==> config.mk <==
export PLATFORM = sky130hd
export DESIGN_NAME = wf_composite_unit
export DESIGN_NICKNAME = d
export VERILOG_FILES = /design/src/rtl/wf_pkg.sv /design/src/rtl/wf_decode.sv /design/src/rtl/wf_pixel_alu.sv /design/src/rtl/wf_ctrl.sv /design/src/rtl/wf_composite_unit.sv
export SDC_FILE = /design/constraint.sdc
export NUM_CORES = 1
export LEC_CHECK = 0
export BUFFER_PORTS_ARGS = -buffer_cell sky130_fd_sc_hd__buf_2
export CELL_PAD_IN_SITES_DETAIL_PLACEMENT = 1
export CELL_PAD_IN_SITES_GLOBAL_PLACEMENT = 1
export CORE_ASPECT_RATIO = 1.2
export CORE_UTILIZATION = 40
export CTS_CLUSTER_SIZE = 12
export DETAILED_ROUTE_END_ITERATION = 7
export PLACE_DENSITY = 0.82
export SETUP_SLACK_MARGIN = 0.02
export SYNTH_ARGS = -nofsm -noshare
export SYNTH_HDL_FRONTEND = slang
export SYNTH_SLANG_ARGS = --single-unit
==> constraint.sdc <==
create_clock -name clk -period 5.5 [get_ports clk]
set_input_delay 0.275 -clock clk [delete_from_list [all_inputs] [get_ports clk]]
set_output_delay 0.275 -clock clk [all_outputs]
set_load 0.02 [all_outputs]
==> src/rtl/wf_pkg.sv <==
package wf_pkg;

  typedef enum logic [1:0] {
    FN_SCREEN = 2'd0,
    FN_ERASE  = 2'd1,
    FN_CEIL   = 2'd2,
    FN_MUL    = 2'd3
  } wf_func_e;

  typedef enum logic [1:0] {
    WIN_NONE  = 2'd0,
    WIN_PLAIN = 2'd1,
    WIN_FUNC  = 2'd2
  } wf_win_e;

  typedef enum logic [1:0] {
    ST_IDLE  = 2'd0,
    ST_RDATA = 2'd1,
    ST_WBACK = 2'd2
  } wf_state_e;

  // combine one 2-bit pixel: a = incoming, b = stored
  function automatic logic [1:0] wf_combine(wf_func_e fn, logic [1:0] a, logic [1:0] b);
    logic [3:0] prod_q;
    logic [3:0] inv_q;
    logic [3:0] scr;
    logic [1:0] res;
    prod_q = ({2'b00, a} * {2'b00, b}) / 4'd3;
    inv_q  = ({2'b00, 2'd3 - a} * {2'b00, b}) / 4'd3;
    scr    = {2'b00, a} + {2'b00, b} - prod_q;
    case (fn)
      FN_MUL:   res = prod_q[1:0];
      FN_CEIL:  res = ((a | b) != 2'd0) ? 2'd3 : 2'd0;
      FN_ERASE: res = inv_q[1:0];
      default:  res = (scr > 4'd3) ? 2'd3 : scr[1:0];
    endcase
    return res;
  endfunction

endpackage

==> src/rtl/wf_decode.sv <==
module wf_decode
  import wf_pkg::*;
#(
  parameter int BUS_AW    = 32,
  parameter int WIN_SHIFT = 26,
  parameter int PLAIN_IDX = 1,
  parameter int FUNC_IDX  = 4
) (
  input  logic [BUS_AW-1:0] addr,
  output wf_win_e           win,
  output wf_func_e          fn
);
  localparam int SEL_W = BUS_AW - WIN_SHIFT;

  logic [SEL_W-1:0] sel;
  logic [SEL_W-1:0] offs;

  assign sel  = addr[BUS_AW-1:WIN_SHIFT];
  assign offs = sel - SEL_W'(FUNC_IDX);

  always_comb begin
    win = WIN_NONE;
    fn  = wf_func_e'(offs[1:0]);
    if (sel == SEL_W'(PLAIN_IDX)) begin
      win = WIN_PLAIN;
    end else if ((sel >= SEL_W'(FUNC_IDX)) && (offs < SEL_W'(4))) begin
      win = WIN_FUNC;
    end
  end
endmodule

==> src/rtl/wf_pixel_alu.sv <==
module wf_pixel_alu
  import wf_pkg::*;
#(
  parameter int DW = 32
) (
  input  wf_func_e        fn,
  input  logic [DW-1:0]   a_word,
  input  logic [DW-1:0]   b_word,
  output logic [DW-1:0]   y_word
);
  localparam int NPIX = DW / 2;

  for (genvar i = 0; i < NPIX; i++) begin : g_lane
    assign y_word[2*i +: 2] = wf_combine(fn, a_word[2*i +: 2], b_word[2*i +: 2]);
  end
endmodule

==> src/rtl/wf_ctrl.sv <==
module wf_ctrl
  import wf_pkg::*;
(
  input  logic    clk,
  input  logic    rst_n,
  input  logic    req,
  input  logic    we,
  input  wf_win_e win,
  output logic    mem_en,
  output logic    mem_we,
  output logic    ready,
  output logic    rd_phase,
  output logic    wb_phase
);
  wf_state_e state_q, state_d;
  logic      state_en;

  always_comb begin
    state_d  = state_q;
    mem_en   = 1'b0;
    mem_we   = 1'b0;
    ready    = 1'b0;
    rd_phase = 1'b0;
    wb_phase = 1'b0;
    case (state_q)
      ST_IDLE: begin
        if (req) begin
          case (win)
            WIN_PLAIN: begin
              mem_en = 1'b1;
              if (we) begin
                mem_we = 1'b1;
                ready  = 1'b1;
              end else begin
                state_d = ST_RDATA;
              end
            end
            WIN_FUNC: begin
              if (we) begin
                mem_en  = 1'b1;
                state_d = ST_WBACK;
              end else begin
                ready = 1'b1;
              end
            end
            default: ready = 1'b1;
          endcase
        end
      end
      ST_RDATA: begin
        ready    = 1'b1;
        rd_phase = 1'b1;
        state_d  = ST_IDLE;
      end
      ST_WBACK: begin
        mem_en   = 1'b1;
        mem_we   = 1'b1;
        ready    = 1'b1;
        wb_phase = 1'b1;
        state_d  = ST_IDLE;
      end
      default: state_d = ST_IDLE;
    endcase
  end

  assign state_en = (state_d != state_q);

  always_ff @(posedge clk or negedge rst_n) begin
    if (!rst_n) begin
      state_q <= ST_IDLE;
    end else if (state_en) begin
      state_q <= state_d;
    end
  end
endmodule

==> src/rtl/wf_composite_unit.sv <==
module wf_composite_unit
  import wf_pkg::*;
#(
  parameter int DW        = 32,
  parameter int BUS_AW    = 32,
  parameter int MEM_AW    = 6,
  parameter int WIN_SHIFT = 26,
  parameter int PLAIN_IDX = 1,
  parameter int FUNC_IDX  = 4
) (
  input  logic              clk,
  input  logic              rst_n,
  input  logic              req,
  input  logic              we,
  input  logic [BUS_AW-1:0] addr,
  input  logic [DW-1:0]     wdata,
  output logic              ready,
  output logic [DW-1:0]     rdata,
  output logic              mem_en,
  output logic              mem_we,
  output logic [MEM_AW-1:0] mem_addr,
  output logic [DW-1:0]     mem_wdata,
  input  logic [DW-1:0]     mem_rdata
);
  localparam int WORD_LSB = $clog2(DW / 8);

  logic     rst_meta_q, rst_sync_n;
  wf_win_e  win;
  wf_func_e fn;
  logic     rd_phase, wb_phase;
  logic [DW-1:0] combined;

  // asynchronous assert, synchronous release
  always_ff @(posedge clk or negedge rst_n) begin
    if (!rst_n) begin
      rst_meta_q <= 1'b0;
      rst_sync_n <= 1'b0;
    end else begin
      rst_meta_q <= 1'b1;
      rst_sync_n <= rst_meta_q;
    end
  end

  wf_decode #(
    .BUS_AW(BUS_AW), .WIN_SHIFT(WIN_SHIFT),
    .PLAIN_IDX(PLAIN_IDX), .FUNC_IDX(FUNC_IDX)
  ) u_decode (
    .addr(addr), .win(win), .fn(fn)
  );

  wf_ctrl u_ctrl (
    .clk(clk), .rst_n(rst_sync_n), .req(req), .we(we), .win(win),
    .mem_en(mem_en), .mem_we(mem_we), .ready(ready),
    .rd_phase(rd_phase), .wb_phase(wb_phase)
  );

  wf_pixel_alu #(.DW(DW)) u_alu (
    .fn(fn), .a_word(wdata), .b_word(mem_rdata), .y_word(combined)
  );

  assign mem_addr  = addr[MEM_AW+WORD_LSB-1:WORD_LSB];
  assign mem_wdata = wb_phase ? combined : wdata;
  assign rdata     = rd_phase ? mem_rdata : '0;
endmodule

==> impl_metrics.csv <==
group,metric,value,unit
run_status,outcome,"finished clean",
final_layout,final_cell_mix,"ha_1 (259), inv_1 (178), buf_2 (140)",
die,die_area,0.02349,sq mm
synthesis,ys_ff_latch,4,
critical_path,crit_top_cell,"ha_1",
synthesis,ys.warnings.count,0,
power_and_ir_drop,swShare,56.97,%
synthesis,synth_nets,1598,
timing,finalCriticalPeriod,3964,ps
clock_network,clock_sinks,4,
global_routing,grtUsageTotal,20.54,%
global_routing,grt_pass1_vias,8919,
die,die_h,167.7,microns
final_layout,drive_gt1_share,11.96,%
critical_path,cp-start-kind,"primary input",
timing,final.setup.worst_slack,1536,ps
die,io_pins,173,
critical_path,reg2reg_depth,3,
synthesis,yosysSeqAreaShare,1.094,%
final_layout,nFillCells,2876,
die,start_util,40.76,%
power_and_ir_drop,power_switching,821.8,uW
timing,finClkSkew,1.418,ps
synthesis,synth_cell_types,71,
clock_network,clockRootBuffer,"clkbuf_16",
critical_path,critPathLaunch,"mem_rdata[27]",
route,drt_iter0_drc,225,
route,wl,24.45,mm
critical_path,cp.required,5220,ps
critical_path,worstSetupPathType,"in2out",
critical_path,crit_chain,"buf_2 > nand2_1 > inv_1 > ha_1 > ha_1 > nand2_1 > ha_1 > nand2_1 > a31o_1 > a22oi_1 > or2_1 > ha_1 > inv_1 > fa_1 > o311ai_1 > a21oi_1 > a221oi_1 > buf_2",
timing,drv_slew,0,
critical_path,path_max_fanout,7,
placement,dpl_worst_slack,1530,ps
final_layout,fin_nets,1714,
worst_hold_path,worstHoldPathType,"reg2async",
route,route.detailed.drc,0,
clock_network,cts_setup_buffers,0,
route,drt_first_pass_iters,4,
critical_path,crit_buf_inv,4,
placement,gp_congestion,0.8209,
final_layout,final_util,45.24,%
critical_path,crit_arrival,3690,ps
timing,setup_viol,0,
clock_network,cts.clk_slew.worst_paths,30,ps
critical_path,setup.worst_path.end,"mem_wdata[27]",
run,drv_cap,0,
final_layout,final_common_cell,"ha_1",
clock_network,cts_max_path_buffers,2,
synthesis,synth-edff-count,0,
clock_network,cts_made_buffers,3,
timing,max_freq,252.3,MHz
clock_network,cts_max_level,1,
global_routing,grt_antenna_before_repair,0,
timing,rsz0062_at_grt,"no",
synthesis,syn_avg_cell_area,7.689,sq um
critical_path,r2r-start,"u_ctrl.state_q[0]",
timing,finalSetupTns,0,ps
critical_path,rrSetupSlack,4510,ps
die,die_w,140.1,microns
critical_path,crit_path_end_kind,"output pin",
synthesis,synthArstFlopShare,100.0,%
route,vias,8605,
power_and_ir_drop,power.internal,620.7,uW
timing,timing.final.crit_share,72.07,%
timing,hold_viol_final,0,
critical_path,critical_path.slowest_cell,"fa_1",
power_and_ir_drop,p_leak,5.417,nW
placement,portBuffers,140,
synthesis,synth_top_flop_cell,"dfrtp_1",
power_and_ir_drop,combPwrFrac,89.5,%
synthesis,syn_area,0.009150,sq mm
critical_path,cp_num_cells,18,
die,coreArea,0.02245,sq mm
global_routing,grt_max_degree,41,
final_layout,diodes,0,
critical_path,r2r_end,"u_ctrl.state_q[1]",
route,detail_route.vias_per_cell,5.436,
clock_network,clk_latency,220,ps
critical_path,cpPeakStageDelay,430,ps
final_layout,area_growth,10.98,%
global_routing,grt_pass1_wl,40.65,mm
power_and_ir_drop,clockPowerShare,7.7,%
power_and_ir_drop,p_seq_share,2.7,%
timing,worst_slew_pin_slew,866.8,ps
power_and_ir_drop,ir_worst_vdd,0.3324,mV
route,avgRoutedWirePerCell,15.45,microns
critical_path,cp_top_family,"adder cells",
placement,post-dp-hpwl,20.75,mm
synthesis,synthCells,1190,
die,num_rows,60,
power_and_ir_drop,power_density,142.1,mW/mm^2
global_routing,grt_overflow_total,0,
timing,relSlewSlack,42.21,%
route,ant_nets,0,
clock_network,cts_tree,"done",
## logic make-up (layout without fill, tap and decap cells)
family                   Yosys count  after routing  synth area share, %
XOR/XNOR                          32             32                3.514
flip-flops                         4              4                1.094
AND/OR/NAND/NOR                  355            355                18.71
other                              1              1              0.04098
multiplexers                      13             13                1.422
buffers and inverters            217            331                9.326
adder cells (fa/ha/maj)          308            308                46.05
AO/OA/AOI/OAI                    260            260                19.84
## worst reg2reg max path, delay by kind of cell (launching register included)
family	cells	cell delay [ps]
fa+ha+maj	1	250
buf+inv	1	100
simple gates	1	140
flops	1	370
## per-stage QoR
stage                     total power, mW  hold slack [ps]  cells  area, sq um
after floorplan                    0.9470           -20.59   1190         9150
after global placement              1.292            15.51   1579        10070
after detailed placement            1.342            16.63   1579        10070
after CTS                           1.462            22.30   1583        10150
after global routing                1.590            34.96   1583        10150
final                               1.443            20.07   1583        10150
## flip-flops by register name, summed over array words and instances, names as in the netlist
signal / count
rst_sync_n: 1
rst_meta_q: 1
u_ctrl.state_q: 2
## power groups by stage
stage,registers (mW),logic (mW),clock network [mW]
after floorplan,0.0384,0.909,0
after global placement,0.0397,1.25,0
after detailed placement,0.0397,1.30,0
after CTS,0.0396,1.31,0.113
after global routing,0.0410,1.43,0.115
final,0.0395,1.29,0.112
## what timing repair did
item / 4_1_cts / 5_1_grt
endpoints found under the setup margin: 0 / 0
endpoints found under the hold margin: 2 / 0
resized for setup: 0 / 0
hold buffers: 1 / 0
## cells in the mapped netlist (6+ instances only)
cell type	count	share of area (%)
nor2_1	83	3.4
nor2b_1	15	1.0
a211oi_1	20	1.6
ha_1	260	36
nor3b_1	6	0.49
o21a_1	15	1.2
a22oi_1	8	0.66
or2_1	6	0.41
clkbuf_1	22	0.90
nand2b_1	10	0.68
mux2i_1	13	1.4
a2111oi_0	8	0.77
and3_1	7	0.48
o21ai_0	22	1.2
inv_1	178	7.3
fa_1	48	11
and2_1	55	3.8
nand3_1	18	0.98
a22o_1	9	0.86
o21ai_1	22	1.2
a31o_1	10	0.96
a21oi_1	50	2.7
xnor2_1	10	0.96
a31oi_1	17	1.2
nand2_1	120	4.9
o311ai_1	6	0.57
xor2_1	19	1.8
nand3b_1	13	1.1
nor3_1	15	0.82
buf_4	7	0.57
o22ai_1	19	1.3
## metal layers
metal | vias to the layer above | wire length (microns) | share of wire (%) | track usage (%)
li1 | 4272 | - | - | -
met1 | 4219 | 10770 | 44 | 24.19
met2 | 95 | 12980 | 53 | 41.33
met3 | 19 | 468 | 1.9 | 0.8293
met4 | 0 | 226 | 0.92 | 2.484
met5 | - | 0 | 0 | 0
## area by class of cell
class / count / area (sq um) / share of cell area, %
tap: 279 / 349.1 / 3.438
timing repair buffer: 146 / 748.2 / 7.368
inverter: 182 / 683.2 / 6.727
clock buffer: 3 / 75.07 / 0.7393
sequential: 4 / 100.1 / 0.9857
multi-input combinational: 969 / 8199 / 80.74
## worst min-delay path by stage
stage                from                 to  slack, ps
2_1_floorplan       rst_n         rst_meta_q        -20
3_3_place_gp   rst_sync_n  u_ctrl.state_q[0]         20
3_5_place_dp   rst_sync_n  u_ctrl.state_q[1]         20
4_1_cts        rst_sync_n  u_ctrl.state_q[1]         20
5_1_grt        rst_sync_n  u_ctrl.state_q[1]         30
6_report       rst_sync_n  u_ctrl.state_q[0]         20
Note: power is estimated with default switching activity, not from simulation.
